[config.mk]
export PLATFORM = sky130hd
export DESIGN_NAME = uart_irq_ctrl
export DESIGN_NICKNAME = d
export VERILOG_FILES = /design/src/rtl/uart_irq_pkg.sv /design/src/rtl/uart_irq_regs.sv /design/src/rtl/uart_irq_trig.sv /design/src/rtl/uart_irq_src.sv /design/src/rtl/uart_irq_ctrl.sv
export SDC_FILE = /design/constraint.sdc
export NUM_CORES = 1
export LEC_CHECK = 0
export BUFFER_PORTS_ARGS = -buffer_cell sky130_fd_sc_hd__buf_2
export CORE_MARGIN = 2
export CORE_UTILIZATION = 39
export CTS_CLUSTER_DIAMETER = 40
export CTS_CLUSTER_SIZE = 25
export DETAILED_ROUTE_END_ITERATION = 10
export PLACE_DENSITY = 0.68
export SKIP_LAST_GASP = 1
export SLEW_MARGIN = 30
export SYNTH_ARGS = -nofsm -noshare
export SYNTH_HDL_FRONTEND = slang
export SYNTH_SLANG_ARGS = --single-unit
[constraint.sdc]
create_clock -name clk -period 1.66 [get_ports clk]
set_input_delay 0.166 -clock clk [delete_from_list [all_inputs] [get_ports clk]]
set_output_delay 0.166 -clock clk [all_outputs]
set_load 0.005 [all_outputs]
[src/rtl/uart_irq_pkg.sv]
package uart_irq_pkg;

  localparam int SRC_N   = 4;
  localparam int CTRL_W  = 8;
  localparam int FSET_W  = 11;
  localparam int FIELD_W = 3;

  localparam int SRC_RX    = 0;
  localparam int SRC_ERR   = 1;
  localparam int SRC_TX    = 2;
  localparam int SRC_MODEM = 3;

  localparam int ADR_CTRL = 0;
  localparam int ADR_FSET = 1;
  localparam int ADR_MASK = 2;
  localparam int ADR_SRC  = 3;
  localparam int ADR_PEND = 4;

  // threshold scale per channel number
  function automatic int chan_mult(input int ch);
    case (ch)
      0:       return 32;
      1, 4:    return 8;
      2, 3:    return 2;
      default: return 0;
    endcase
  endfunction

endpackage

[src/rtl/uart_irq_regs.sv]
module uart_irq_regs
  import uart_irq_pkg::*;
#(
  parameter int DATA_W = 16,
  parameter int ADDR_W = 3
) (
  input  logic              clk,
  input  logic              rst_n,
  input  logic              we,
  input  logic [ADDR_W-1:0] addr,
  input  logic [DATA_W-1:0] wdata,
  input  logic [SRC_N-1:0]  src_q,
  input  logic [SRC_N-1:0]  pend,
  output logic [CTRL_W-1:0] ctrl_q,
  output logic [FSET_W-1:0] fset_q,
  output logic [SRC_N-1:0]  mask_q,
  output logic [SRC_N-1:0]  clr_o,
  output logic [DATA_W-1:0] rdata
);

  logic              hit_ctrl, hit_fset, hit_mask, hit_src, hit_pend;
  logic [CTRL_W-1:0] ctrl_d;
  logic [FSET_W-1:0] fset_d;
  logic [SRC_N-1:0]  mask_d;
  logic              ctrl_en, fset_en, mask_en;

  assign hit_ctrl = (addr == ADDR_W'(ADR_CTRL));
  assign hit_fset = (addr == ADDR_W'(ADR_FSET));
  assign hit_mask = (addr == ADDR_W'(ADR_MASK));
  assign hit_src  = (addr == ADDR_W'(ADR_SRC));
  assign hit_pend = (addr == ADDR_W'(ADR_PEND));

  // next-state and clock enables
  always_comb begin
    ctrl_en = we & hit_ctrl;
    fset_en = we & hit_fset;
    mask_en = we & hit_mask;
    ctrl_d  = wdata[CTRL_W-1:0];
    fset_d  = wdata[FSET_W-1:0];
    mask_d  = wdata[SRC_N-1:0];
    clr_o   = (we & (hit_src | hit_pend)) ? wdata[SRC_N-1:0] : '0;
  end

  always_ff @(posedge clk or negedge rst_n) begin
    if (!rst_n) begin
      ctrl_q <= '0;
      fset_q <= '0;
      mask_q <= '0;
    end else begin
      if (ctrl_en) ctrl_q <= ctrl_d;
      if (fset_en) fset_q <= fset_d;
      if (mask_en) mask_q <= mask_d;
    end
  end

  always_comb begin
    rdata = '0;
    if (hit_ctrl)      rdata = DATA_W'(ctrl_q);
    else if (hit_fset) rdata = DATA_W'(fset_q);
    else if (hit_mask) rdata = DATA_W'(mask_q);
    else if (hit_src)  rdata = DATA_W'(src_q);
    else if (hit_pend) rdata = DATA_W'(pend);
  end

  logic unused_wdata;
  assign unused_wdata = ^wdata[DATA_W-1:FSET_W];

  // a write to the mask lands on the next edge
  a_r10_mask_write: assert property (@(posedge clk) disable iff (!rst_n)
    (we && hit_mask) |=> (mask_q == $past(wdata[SRC_N-1:0])));

endmodule

[src/rtl/uart_irq_trig.sv]
module uart_irq_trig
  import uart_irq_pkg::*;
#(
  parameter int CHANNEL = 0,
  parameter int OCC_W   = 8
) (
  input  logic               clk,
  input  logic               rst_n,
  input  logic               fifo_en,
  input  logic               rx_to_en,
  input  logic [FIELD_W-1:0] tx_field,
  input  logic [FIELD_W-1:0] rx_field,
  input  logic [OCC_W-1:0]   rx_count,
  input  logic [OCC_W-1:0]   tx_count,
  input  logic               rx_data_ready,
  output logic               tx_lvl,
  output logic               rx_lvl
);

  localparam int MULT  = chan_mult(CHANNEL);
  localparam int THR_W = FIELD_W + 1 + 6;
  localparam int CMP_W = (OCC_W > THR_W) ? OCC_W : THR_W;

  logic [CMP_W-1:0] tx_thr, rx_thr, tx_cnt, rx_cnt;

  generate
    if (MULT == 0) begin : g_no_scale
      assign tx_thr = '0;
      assign rx_thr = '0;
      logic unused_fields;
      assign unused_fields = ^{tx_field, rx_field};
    end else begin : g_scale
      localparam int SH = $clog2(MULT);
      assign tx_thr = CMP_W'(tx_field) << SH;
      assign rx_thr = (CMP_W'(rx_field) + CMP_W'(1)) << SH;
    end
  endgenerate

  assign tx_cnt = CMP_W'(tx_count);
  assign rx_cnt = CMP_W'(rx_count);

  always_comb begin
    if (fifo_en) begin
      tx_lvl = (tx_cnt <= tx_thr);
      rx_lvl = (rx_cnt >= rx_thr) || ((rx_cnt != '0) && !rx_to_en);
    end else begin
      tx_lvl = 1'b0;
      rx_lvl = rx_data_ready;
    end
  end

  // an empty transmit FIFO is always at or under the threshold
  a_r5_empty_tx_level: assert property (@(posedge clk) disable iff (!rst_n)
    (fifo_en && tx_count == '0) |-> tx_lvl);
  // FIFO off gives no transmit level request
  a_r8_no_tx_when_off: assert property (@(posedge clk) disable iff (!rst_n)
    !fifo_en |-> !tx_lvl);
  // an empty receive FIFO never meets a non-zero threshold
  a_r6_empty_rx_quiet: assert property (@(posedge clk) disable iff (!rst_n)
    (fifo_en && rx_count == '0 && MULT != 0) |-> !rx_lvl);

endmodule

[src/rtl/uart_irq_src.sv]
module uart_irq_src
  import uart_irq_pkg::*;
(
  input  logic             clk,
  input  logic             rst_n,
  input  logic [SRC_N-1:0] set_i,
  input  logic [SRC_N-1:0] clr_i,
  input  logic [SRC_N-1:0] mask_i,
  output logic [SRC_N-1:0] src_q,
  output logic [SRC_N-1:0] pend_o,
  output logic             irq_o
);

  logic [SRC_N-1:0] src_d;
  logic             src_en;

  always_comb begin
    src_en = |{set_i, clr_i};
    src_d  = (src_q & ~clr_i) | set_i;
  end

  always_ff @(posedge clk or negedge rst_n) begin
    if (!rst_n)      src_q <= '0;
    else if (src_en) src_q <= src_d;
  end

  assign pend_o = src_q & ~mask_i;
  assign irq_o  = |pend_o;

  // cleared bits with no concurrent set are low after the edge
  a_r3_clear_takes: assert property (@(posedge clk) disable iff (!rst_n)
    ((clr_i & ~set_i) != '0) |=> ((src_q & $past(clr_i & ~set_i)) == '0));
  // a set bit is visible on the next edge
  a_r4_set_sticks: assert property (@(posedge clk) disable iff (!rst_n)
    (set_i != '0) |=> ((src_q & $past(set_i)) == $past(set_i)));
  // a bit neither set nor cleared keeps its value
  a_r3_hold: assert property (@(posedge clk) disable iff (!rst_n)
    ((set_i | clr_i) == '0) |=> $stable(src_q));

endmodule

[src/rtl/uart_irq_ctrl.sv]
module uart_irq_ctrl
  import uart_irq_pkg::*;
#(
  parameter int CHANNEL = 0,
  parameter int OCC_W   = 8,
  parameter int DATA_W  = 16,
  parameter int ADDR_W  = 3
) (
  input  logic              clk,
  input  logic              rst_n,
  input  logic              bus_we,
  input  logic [ADDR_W-1:0] bus_addr,
  input  logic [DATA_W-1:0] bus_wdata,
  output logic [DATA_W-1:0] bus_rdata,
  input  logic [OCC_W-1:0]  rx_count,
  input  logic [OCC_W-1:0]  tx_count,
  input  logic              rx_data_ready,
  input  logic              ev_error,
  input  logic              ev_modem,
  input  logic              ev_tx_done,
  input  logic              ev_rx_timeout,
  output logic              irq,
  output logic              rx_dma_busy
);

  logic [CTRL_W-1:0] ctrl_q;
  logic [FSET_W-1:0] fset_q;
  logic [SRC_N-1:0]  mask_q, clr, set, src_q, pend;
  logic              tx_lvl, rx_lvl;

  uart_irq_regs #(.DATA_W(DATA_W), .ADDR_W(ADDR_W)) u_regs (
    .clk(clk), .rst_n(rst_n), .we(bus_we), .addr(bus_addr),
    .wdata(bus_wdata), .src_q(src_q), .pend(pend), .ctrl_q(ctrl_q),
    .fset_q(fset_q), .mask_q(mask_q), .clr_o(clr), .rdata(bus_rdata)
  );

  uart_irq_trig #(.CHANNEL(CHANNEL), .OCC_W(OCC_W)) u_trig (
    .clk(clk), .rst_n(rst_n), .fifo_en(fset_q[0]), .rx_to_en(ctrl_q[7]),
    .tx_field(fset_q[10:8]), .rx_field(fset_q[6:4]),
    .rx_count(rx_count), .tx_count(tx_count),
    .rx_data_ready(rx_data_ready), .tx_lvl(tx_lvl), .rx_lvl(rx_lvl)
  );

  always_comb begin
    set            = '0;
    set[SRC_RX]    = rx_lvl | ev_rx_timeout;
    set[SRC_ERR]   = ev_error;
    set[SRC_TX]    = tx_lvl | ev_tx_done;
    set[SRC_MODEM] = ev_modem;
  end

  uart_irq_src u_src (
    .clk(clk), .rst_n(rst_n), .set_i(set), .clr_i(clr), .mask_i(mask_q),
    .src_q(src_q), .pend_o(pend), .irq_o(irq)
  );

  assign rx_dma_busy = (ctrl_q[1:0] == 2'b10) && (rx_count == '0);

  logic unused_cfg;
  assign unused_cfg = ^{ctrl_q[6:2], fset_q[7], fset_q[3:1]};

  // a fully masked source set never interrupts
  a_r2_full_mask_quiet: assert property (@(posedge clk) disable iff (!rst_n)
    (mask_q == '1) |-> !irq);
  // busy only with an empty receive FIFO
  a_r9_busy_only_empty: assert property (@(posedge clk) disable iff (!rst_n)
    rx_dma_busy |-> (rx_count == '0));
  // a transmit level request shows in the source bit next edge
  a_r5_tx_level_sets: assert property (@(posedge clk) disable iff (!rst_n)
    tx_lvl |=> src_q[SRC_TX]);
  // error strobe reaches the error source bit
  a_r4_error_sets: assert property (@(posedge clk) disable iff (!rst_n)
    ev_error |=> src_q[SRC_ERR]);

endmodule

# After elaboration in Yosys (flattened, before gate mapping)
# Index checks and enable logic that the tools add are counted.
# totals
ff_bits	27
inputBits	43
out_inout_bits	18
elab_cells	41
# classes
add_sub_neg	1
order_cmp	2
n_eq_ne	5
n_mux	8
n_bitwise	12
n_reduce_logical	9
# ops
cell	n
$mux 16	4
$ge 8x10->1	1
$reduce_bool 10->1	1
$and 4x4->4	2
$le 8x8->1	1
$logic_not 8->1	1
$mux 4	2
$not 4->4	2
$reduce_or 8->1	1
$eq 3x2->1 const B	2
$add 3x1->4 const B	1
$and 1x1->1	4
$or 4x4->4	1
$reduce_or 4->1	1
$eq 3x1->1 const B	1
$eq 3x3->1 const B	1
$logic_not 3->1	1
$or 1x1->1	3
$eq 2x2->1 const B	1
$logic_and 1x1->1	2
$mux 1	2
$logic_not 1->1	1
$logic_or 1x1->1	1

# Logic depth before layout (Yosys ltp)
# depth
word_depth	7
ltp_mapped	7
depth_no_buf	7

# Hierarchy
# From an unflattened synthesis, not the netlist that was laid out.
# unflattened
cells_unflattened	158
area_unflattened_um2	1771.7
# modules_own_cells
module	instances	cells_per_inst	area_each_um2	seq_area_each_um2
uart_irq_regs	1	103	1308.8	575.6
uart_irq_trig	1	33	239.0	0.0
uart_irq_src	1	17	177.7	100.1
uart_irq_ctrl	1	5	46.3	0.0

# Worst setup path before layout
# OpenSTA, ideal clock, no wires.
# synth_timing
kind	register to register
from	reg u_regs.fset_q[4]
to	reg u_src.src_q[0]
setup_time_ns	0.134
t_arrival_ns	1.409
t_required_ns	1.526
setup_slack_ns	0.118
path_stages_with_launch	8
path_buffers	0
period_less_slack_ns	1.542
path_cell_list	dfrtp_1 ha_1 xnor2_1 ha_1 a21oi_1 o21ai_0 o21ai_0 nand4_1
# synth_via
elab_chain_len	6
elab_cells_between_ends	7
classes_between	1 x add/sub; 1 x order compare; 1 x mux; 2 x bitwise; 2 x reduce/logical
# synth_rtl
element	line	source
from (decl)	uart_irq_regs.sv:15	output logic [FSET_W-1:0] fset_q,
from (signal assigned)	uart_irq_regs.sv:51	if (fset_en) fset_q <= fset_d;
$add 3x1->4 *	uart_irq_trig.sv:35	assign rx_thr = (CMP_W'(rx_field) + CMP_W'(1)) << SH;
$ge 8x10->1 *	uart_irq_trig.sv:45	rx_lvl = (rx_cnt >= rx_thr) || ((rx_cnt != '0) && !rx_to_en);
$logic_or 1x1->1 *	uart_irq_trig.sv:45	
$mux 1 *	uart_irq_trig.sv:43	if (fifo_en) begin
$or 1x1->1 *	uart_irq_ctrl.sv:46	set[SRC_RX] = rx_lvl | ev_rx_timeout;
$reduce_or 8->1 / $or 4x4->4 (equally long branches)	uart_irq_src.sv:18, uart_irq_src.sv:19	
to (signal assigned)	uart_irq_src.sv:24	else if (src_en) src_q <= src_d;
to (decl)	uart_irq_src.sv:9	output logic [SRC_N-1:0] src_q,
# Every way passes the cells marked *; elsewhere a longest branch is shown, timed or not.
# A chain may end at the register's enable or synchronous reset.

# Worst setup path after layout
# Ends and elaborated chain as after synthesis.

==> results by group <==
Global routing
  – Grt met2 use: 29.81%
  – Pin count of the biggest net entering global routing: 28
  – Tot GR Track Use: 18.05%
  – Busiest grt layer: met2
  – Met1 Resource Use GR: 23.63%
  – Wire length of the first global-routing pass: 6.306 mm
  – GRT met3 Usage: 2.760%
  – Grt ovf: 0
  – Initial antenna violation count: 0
  – Number of global-route vias before repair: 1432

Placement
  – DP Cell Count: 271
  – Gpl congestion: 0.8065
  – Dpl ws: -1.706 ps
  – Number of port buffers: 50
  – Post-DP HPWL: 2.865 mm
  – Post-DP Area: 0.001964 mm²

STA
  – Clk_skew: 0.5037 ps
  – Fmax: 618.6 MHz
  – # setup viols final: 0
  – Final critical-path setup slack: 43.43 ps
  – Worst Hold Margin: 61.06 ps
  – Minimum clock period: 1617 ps
  – Crit share post-route: 97.38%
  – RSZ-0062 raised after global routing: yes
  – Fin. max-slew vios: 0
  – Final number of hold-violating endpoints: 0
  – Setup TNS: 0 ps
  – Worst slew pin tran: 622.0 ps
  – Max_slew headroom: 58.53%

Route
  – Routed length per instance: 13.52 µm
  – ANT nets after route: 0
  – DRC Markers: 0
  – Initial drt markers: 53
  – Drt first pass iters: 3
  – Via count: 1383
  – Post-Route WL: 3.758 mm
  – Via density: 4.975

Logic synthesis
  – Synthesized cell area: 0.001623 mm²
  – Synth cell types: 36
  – Seq cells post-synth: 27
  – EDFF count, synth: 0
  – Yosys top cell by area: dfrtp_1
  – Mapped Cells: 167
  – Post-synthesis sequential area ratio: 41.63%
  – Mapped Avg Cell Area: 9.717 µm²
  – Ys Warns: 0
  – Post-synthesis async set-or-reset flop share: 100.0%
  – Yosys top cell area share: 41.63%
  – Ys flop type: dfrtp_1
  – Top cells by area, synth: dfrtp_1 (42%), mux2_2 (9.7%), ha_1 (5.4%), o21ai_0 (4.9%), a21oi_1 (3.4%)

Floorplanning
  – Die Width: 68.51 µm
  – Die Y: 68.51 µm
  – Die area: 0.004693 mm²
  – Ports: 61
  – Core Region: 0.004000 mm²
  – Starting Density: 40.57%
  – Rows: 23

Critical path
  – CP top delay family: adder cells
  – Critical path class: flop to flop
  – Worst-path cell with the longest stage delay: dfrtp_1
  – Slowest stage delay, CP: 390 ps
  – Crit path DAT: 1830 ps
  – Max FO, Critical Path: 2
  – Worst path bufs/invs: 0
  – CP Data Required Time: 1870 ps
  – Cell mode on critical path: ha_1
  – Crit end category: flop
  – Worst setup SP type: flop
  – Crit path cell chain: ha_1 -> xnor2_1 -> ha_1 -> nand2_1 -> nor4b_2 -> o21ai_1 -> nand4_1

Clock network
  – # clock sinks: 27
  – TritonCTS Buffers: 3
  – CTS tree: built
  – Clk pin slew, worst setup/hold paths: 90 ps
  – Longest Clk Path Bufs: 2
  – Root Buffer: clkbuf_8
  – Clock network latency to the later pin of the worst-skew pair: 270 ps
  – Htree depth: 1

Layout
  – Cell area after layout: 0.002051 mm²
  – Non-filler cells, final: 278
  – Commonest non-fill, non-tap cell in the layout: buf_2
  – Post-layout net count: 279
  – Antenna cells: 0
  – Most frequent cells in the layout: buf_2 (49), dfrtp_1 (27), o21ai_0 (15)
  – Layout cells sized above 1: 39.91%
  – Synth-to-layout area growth: 26.37%

Power
  – Worst IR Drop VDD: 0.4236 mV
  – Pleak: 0.0009981 µW
  – Power density cells: 851.1 mW/mm²

Job
  – MaxCap Viol Count: 0

Min path
  – Hold Path Class: primary input to flop

Outcome
  – Status: finished clean
logic make-up after synthesis:
kind of cell	after synthesis	share of synthesized area, %
flip-flops	27	41.63
buffers and inverters	26	7.941
other	1	0.2311
AND/OR/NAND/NOR	47	17.81
XOR/XNOR	1	0.5398
AO/OA/AOI/OAI	44	16.73
multiplexers	14	9.715
adder cells (fa/ha/maj)	7	5.397
registers in the layout, summed over array words and instances (netlist names):
name           flops
u_regs.ctrl_q      8
u_regs.fset_q     11
u_regs.mask_q      4
u_src.src_q        4
path summary, 6_finish.rpt:
kind                                    endpoint  cells past startpoint  slack, ps              from
min in group asynchronous       u_regs.fset_q[7]                      2        430             rst_n
worst max-delay path              u_src.src_q[0]                      7         40  u_regs.fset_q[4]
worst max register to register    u_src.src_q[0]                      7         40  u_regs.fset_q[4]
worst min-delay path              u_src.src_q[1]                      2         60          ev_error
worst min register to register  u_regs.ctrl_q[3]                      1        520  u_regs.ctrl_q[3]
max in group asynchronous       u_regs.fset_q[0]                      2        820             rst_n
report_power, final:
group	switching (µW)	internal, µW	leakage, µW	total, µW
Clock	211	172	0.0000228	383
Sequential	75.3	781	0.000314	856
Combinational	238	269	0.000662	506
area by class of cell:
type	count	area, µm²
fillers	397	1949
multi-input cells	118	843.3
flip-flops and latches	27	675.6
repair buffers	65	371.6
well taps	50	62.56
inverters	14	52.55
clock buffers	4	45.04
stage by stage:
stage	total power [µW]	utilization [%]
5_1_grt	1870	51.27
3_5_place_dp	1364	49.11
6_report	1745	51.27
2_1_floorplan	1173	-
4_1_cts	1757	50.48
3_3_place_gp	1339	49.11
repair_timing:
item,4_1_cts,5_1_grt
endpoints found under the setup margin,2,2
pin swaps,1,1
resized for setup,1,3
hold endpoints to repair,27,0
hold buffers,1,0
buffers inserted,0,2
synthesized netlist by cell type (all sizes together) (2+ instances only):
cell type,number
dfrtp,27
o21ai,16
inv,14
mux2,14
nand2,13
buf,12
a21oi,11
ha,7
nor2,7
nor3,6
and2,5
a22o,4
o21bai,4
nor2b,3
nor3b,3
or3,3
a21o,2
nand4,2
nor4b,2
o21a,2
layer usage:
metal  up-vias  routed length [µm]
li1        698                   -
met1       642                1726
met2        34                1761
met3         9                 192
met4         0                  77
met5         -                   0
No activity file was read; power rests on OpenSTA's default activity.
